### config.mk
export PLATFORM = sky130hd
export DESIGN_NAME = scsi_bus_regs
export DESIGN_NICKNAME = d
export VERILOG_FILES = /design/src/rtl/scsi_bus_regs.sv
export SDC_FILE = /design/constraint.sdc
export NUM_CORES = 1
export LEC_CHECK = 0
export ABC_AREA = 1
export BUFFER_PORTS_ARGS = -buffer_cell sky130_fd_sc_hd__buf_2
export CAP_MARGIN = 10
export CORE_MARGIN = 1
export CORE_UTILIZATION = 57
export DETAILED_ROUTE_END_ITERATION = 8
export PLACE_DENSITY = 0.9
export SETUP_SLACK_MARGIN = 0.05
export SLEW_MARGIN = 20
export SYNTH_ARGS = -nofsm -noshare
export SYNTH_HDL_FRONTEND = slang
export SYNTH_SLANG_ARGS = --single-unit
### constraint.sdc
create_clock -name clk -period 1.8 [get_ports clk]
set_input_delay 0.18 -clock clk [delete_from_list [all_inputs] [get_ports clk]]
set_output_delay 0.18 -clock clk [all_outputs]
set_load 0.05 [all_outputs]
### src/rtl/scsi_bus_regs.sv
module scsi_bus_regs #(
  parameter int DW = 8
) (
  input  logic          clk,
  input  logic          rst,
  input  logic [2:0]    reg_addr,
  input  logic          reg_wr,
  input  logic          reg_rd,
  input  logic [DW-1:0] reg_wdata,
  output logic [DW-1:0] reg_rdata,
  input  logic [DW-1:0] bus_data_i,
  input  logic [7:0]    bus_ctl_i,
  input  logic          bus_ack_i,
  input  logic          bus_atn_i,
  input  logic          xfer_end_i,
  output logic          dma_req_o,
  output logic          irq_o
);
  localparam logic [2:0] A_DATA = 3'd0, A_ICMD = 3'd1, A_MODE = 3'd2, A_TCMD = 3'd3;
  localparam logic [2:0] A_CTL = 3'd4, A_STAT = 3'd5, A_GO_RX = 3'd7;

  typedef enum logic [1:0] {D_IDLE, D_SEND, D_IRECV} dma_t;

  logic [DW-1:0] out_latch, icmd;
  logic [7:0]    mode;
  logic [3:0]    tcmd;
  logic          last_sent, end_flag, int_flag;
  logic          bsy_q, req_q;
  dma_t          dma_st;

  wire bsy = bus_ctl_i[6];
  wire req = bus_ctl_i[5];
  wire phase_ok = (bus_ctl_i[4:2] == tcmd[2:0]);
  wire dma_on = (dma_st != D_IDLE);
  wire busy_lost = !bsy && mode[2];
  wire end_hit = xfer_end_i && dma_on;
  wire rd_clear = reg_rd && (reg_addr == A_GO_RX);

  wire int_set = (end_hit && mode[3])
               | (bsy_q && !bsy && mode[2])
               | (req && !req_q && mode[1] && !phase_ok);

  always_ff @(posedge clk) begin
    if (rst) begin
      out_latch <= '0;
      icmd      <= '0;
      mode      <= '0;
      tcmd      <= '0;
      last_sent <= 1'b0;
      end_flag  <= 1'b0;
      int_flag  <= 1'b0;
      bsy_q     <= 1'b0;
      req_q     <= 1'b0;
      dma_st    <= D_IDLE;
    end else begin
      bsy_q    <= bsy;
      req_q    <= req;
      int_flag <= (int_flag && !rd_clear) || int_set;
      if (end_hit) begin
        end_flag <= 1'b1;
        if (dma_st == D_SEND) last_sent <= 1'b1;
        dma_st <= D_IDLE;
      end
      if (reg_wr) begin
        case (reg_addr)
          A_DATA: out_latch <= reg_wdata;
          A_ICMD: icmd <= reg_wdata;
          A_MODE: begin
            mode <= reg_wdata[7:0];
            if (!reg_wdata[1]) begin
              last_sent <= 1'b0;
              end_flag  <= 1'b0;
              dma_st    <= D_IDLE;
            end
          end
          A_TCMD:  tcmd <= reg_wdata[3:0];
          A_STAT:  dma_st <= D_SEND;
          A_GO_RX: dma_st <= D_IRECV;
          default: ;
        endcase
      end
      if (busy_lost) begin
        mode[1] <= 1'b0;
        dma_st  <= D_IDLE;
      end
    end
  end

  logic [7:0] status;
  assign status = {end_flag, req && mode[1], 1'b0, int_flag,
                   phase_ok, busy_lost, bus_atn_i, bus_ack_i};

  always_comb begin
    case (reg_addr)
      A_DATA:  reg_rdata = icmd[0] ? out_latch : bus_data_i;
      A_ICMD:  reg_rdata = icmd;
      A_MODE:  reg_rdata = mode;
      A_TCMD:  reg_rdata = {last_sent, 3'b000, tcmd};
      A_CTL:   reg_rdata = bus_ctl_i;
      A_STAT:  reg_rdata = status;
      default: reg_rdata = '1;
    endcase
  end

  assign dma_req_o = dma_on && mode[1] && req;
  assign irq_o     = int_flag;
endmodule

==> results by group <==
Run status
  • Run status: finished, final reports clean

Floorplanning
  • Die Footprint: about 0.0034 mm2
  • FP Rows: 20
  • DIE WIDTH: around 58 um
  • Die height: roughly 60 um
  • Initial Util: between 50% and 60%
  • IO Count: between 40 and 50
  • Core ar.: between 0.003 and 0.004 mm2

Route
  • Final ANT Viol Nets: 0
  • DR vias/cell: around 5.3
  • Total wire length: 4680 um
  • TritonRoute pass-1 iters: 4
  • DRC: 0
  • DR WL/cell: 13.1 um
  • Vias: between 1,500 and 2,000
  • Iteration-0 DRC Markers: 85

CTS
  • Post-CTS Setup Inserts: 0
  • Cts bufs inserted: 5
  • CTS Hold Bufs: 0
  • Bufs on Longest Clock Path: 2
  • CTS tree: yes
  • # clock sinks: 35
  • Worst-path clk slew: roughly 0.1 ns
  • # H-tree levels: 2
  • Clock root buffer: clkbuf_4
  • Clock Latency Late Sink: roughly 0.34 ns

Worst setup path
  • R2R Path End: dma_st[0]
  • Critical path arrival: about 1.5 ns
  • Worst r2r path cells: 7
  • CP Capture Type: primary output
  • R2r setup slk: 0.75 ns
  • WP data required: between 1.5 and 2 ns
  • Crit Path Max Fanout: 13
  • Worst Setup Path Type: flip-flop to primary output
  • Startpoint Class: flip-flop
  • Worst r2r src: dma_st[1]

Placed design
  • Placed wire-length estimate: 3550 um
  • DP Worst Slack: 0.268 ns
  • Number of port buffers: 43
  • Placer congestion estimate: between 0.8 and 0.9

Timing
  • Fin. Hold Viols: 0
  • Fin Setup TNS: 0 ns
  • RSZ-0062 raised after global routing: true
  • Clock skew: 0.0123 ns
  • Period minus WS final: 1.66 ns
  • Least-Margin Pin Slew: ~0.44 ns
  • Final Hold Slack: about 0.037 ns
  • Final worst path period share: approximately 90%
  • Fmax: ~0.6 GHz
  • Final Max Tran Viols: 0
  • Worst slew margin: between 70% and 80%
  • Setup ws final: around 0.14 ns
  • Setup violations, final: 0

Synth
  • Syn Nets: just over 300
  • Share of the synthesized area in the top cell type: approximately two fifths
  • Most used flip-flop cell after synthesis: dfxtp_1
  • Synth warnings: 0
  • Simple-gate share of the synthesized area: between 20% and 30%
  • Mux cell area share after synthesis: 0%
  • Synthesized area: around 0.0018 mm2
  • Mean Syn Cell Area: about 6.7 um2
  • Largest family of logic cells by synthesized area: simple AND/OR/NAND/NOR gates
  • Post-synth EDFFs: 0
  • Most instantiated library cell after synthesis: nand2_1
  • Post-synth top cells: nand2_1, nor2_1, o21ai_0
  • Adder-Cell Fraction of Synth Area: 0%
  • Compound-Gate Fraction of Synth Area: between 20% and 30%
  • Post-synth cell types: 24
  • Sequential area share after synthesis: slightly below 40%
  • Post-synthesis xor/xnor area fraction: 1.46%
  • Synthesized netlist cell count: between 200 and 300
  • Cell taking the most area after synthesis: dfxtp_1
  • Fraction of registers with async set/reset: 0%
  • Largest cells by area after synthesis: dfxtp_1, o21ai_0, nand2_1, nor2_1, a21oi_1
  • #FFs+latches synth: 35

Power
  • Int Power: 1.04 mW
  • Switching share of power: around 31%
  • PD cells: approximately 720 mW/mm2
  • Switching Power: approximately 0.47 mW
  • Sequential fraction of design power: between 50% and 60%
  • VDD IR max: ~0.44 mV
  • Comb power frac: between 20 and 25%
  • Clock power frac: 25.5%
  • P_leak: between 0.9 and 1 nW

Global route
  • Largest net degree at the start of global routing: 18
  • Grt ovf: 0
  • First-pass GRT wire length: approximately 7400 um
  • Vias in the first global route: roughly 1,700
  • Initial antenna violation count: 0
  • Overall Global Routing Usage: between 20% and 30%

Min path
  • Hold crit path type: input port to flip-flop
  • Sink of the worst hold path: bsy_q
  • Hold wc startpoint: rst
  • Hold path depth: 2

Final layout
  • ANT cells: 0
  • Register Area: a little over 700 um2
  • Fin nets: about 350
  • Multi-input gate area: roughly 900 um2
  • P&R area growth vs syn: 16.3%
  • Layout cell share with drive strength beyond 1: approximately 21%
  • Fill count: 291

Run
  • Max Cap Violations: 0
==> final cells by class <==
type / instances / share of cell area [%]
repair buffers: 44 / 11.3
multi-input cells: 192 / 43.8
well taps: 44 / 2.62
flip-flops and latches: 35 / 33.6
inverters: 36 / 6.79
clock buffers: 6 / 1.97
==> power by group through the flow <==
stage / clock network [mW] / logic (mW) / registers [mW]
after floorplan: 0 / 0.201 / 0.831
after global placement: 0 / 0.297 / 0.831
after detailed placement: 0 / 0.301 / 0.833
after CTS: 0.387 / 0.305 / 0.815
after global routing: 0.428 / 0.340 / 0.818
final: 0.387 / 0.312 / 0.815
==> logic make-up after synthesis <==
family / Yosys count
simple gates: 111
xor+xnor: 3
buf+inv: 43
flops: 35
compound gates: 78
==> worst max-delay path, stage by stage (launching register included) <==
cell and delay (ns):
dfxtp_4 0.40, inv_6 0.06, nand2_1 0.05, o21ai_0 0.07, nand2_1 0.06, o21ai_0 0.08
nor2_1 0.14, nand3_1 0.11, buf_6 0.17
==> sequential cells by signal, summed over array words and instances (netlist names) <==
| name | cells |
|---|---|
| out_latch | 8 |
| dma_st | 2 |
| end_flag | 1 |
| bsy_q | 1 |
| req_q | 1 |
| irq_o | 1 |
| last_sent | 1 |
| mode | 8 |
| icmd | 8 |
| tcmd | 4 |
==> per-stage QoR <==
stage	util (%)	instance area, um2	cells	power [mW]
2_1_floorplan	-	1810	270	1.03
3_3_place_gp	67.1	2030	351	1.13
3_5_place_dp	67.1	2030	351	1.13
4_1_cts	68.6	2080	357	1.51
5_1_grt	69.3	2100	357	1.59
6_report	69.3	2100	357	1.51
==> metal layers <==
metal | part of all wire [%] | track usage [%] | vias to the layer above | wire length [um]
met5 | 0 | 0 | - | 0
met1 | 42 | 34.0 | 855 | 1960
met4 | 1.9 | 11.2 | 0 | 87
met2 | 50 | 50.2 | 69 | 2330
met3 | 6.5 | 9.60 | 13 | 303
li1 | - | - | 962 | -
==> cells in the final DEF, fill, tap and decap left out, drive strengths merged <==
master,instances
o2111ai,1
buf,41
nand4,4
nor2,44
a21oi,30
nand3b,1
nor3,1
o21ai,44
nand2,51
inv,34
clkinv,2
clkbuf,9
a22oi,3
nand3,10
xnor2,3
dfxtp,35
==> how the worst max path moves through the flow <==
stage	start	to	slack, ns	depth (start not counted)
global route	icmd[0]	reg_rdata[0]	0.006	8
floorplan	reg_addr[1]	reg_rdata[5]	0.29	4
CTS	icmd[0]	reg_rdata[1]	0.08	8
finish	icmd[0]	reg_rdata[1]	0.14	8
detailed placement	reg_addr[1]	reg_rdata[3]	0.27	9
global placement	reg_addr[1]	reg_rdata[7]	0.27	9
==> timing repair <==
action,CTS,global route
pin swaps,0,2
gates resized for setup,3,8
endpoints found under the setup margin,6,6
hold endpoints to repair,0,0
No activity file was read; power rests on OpenSTA's default activity.
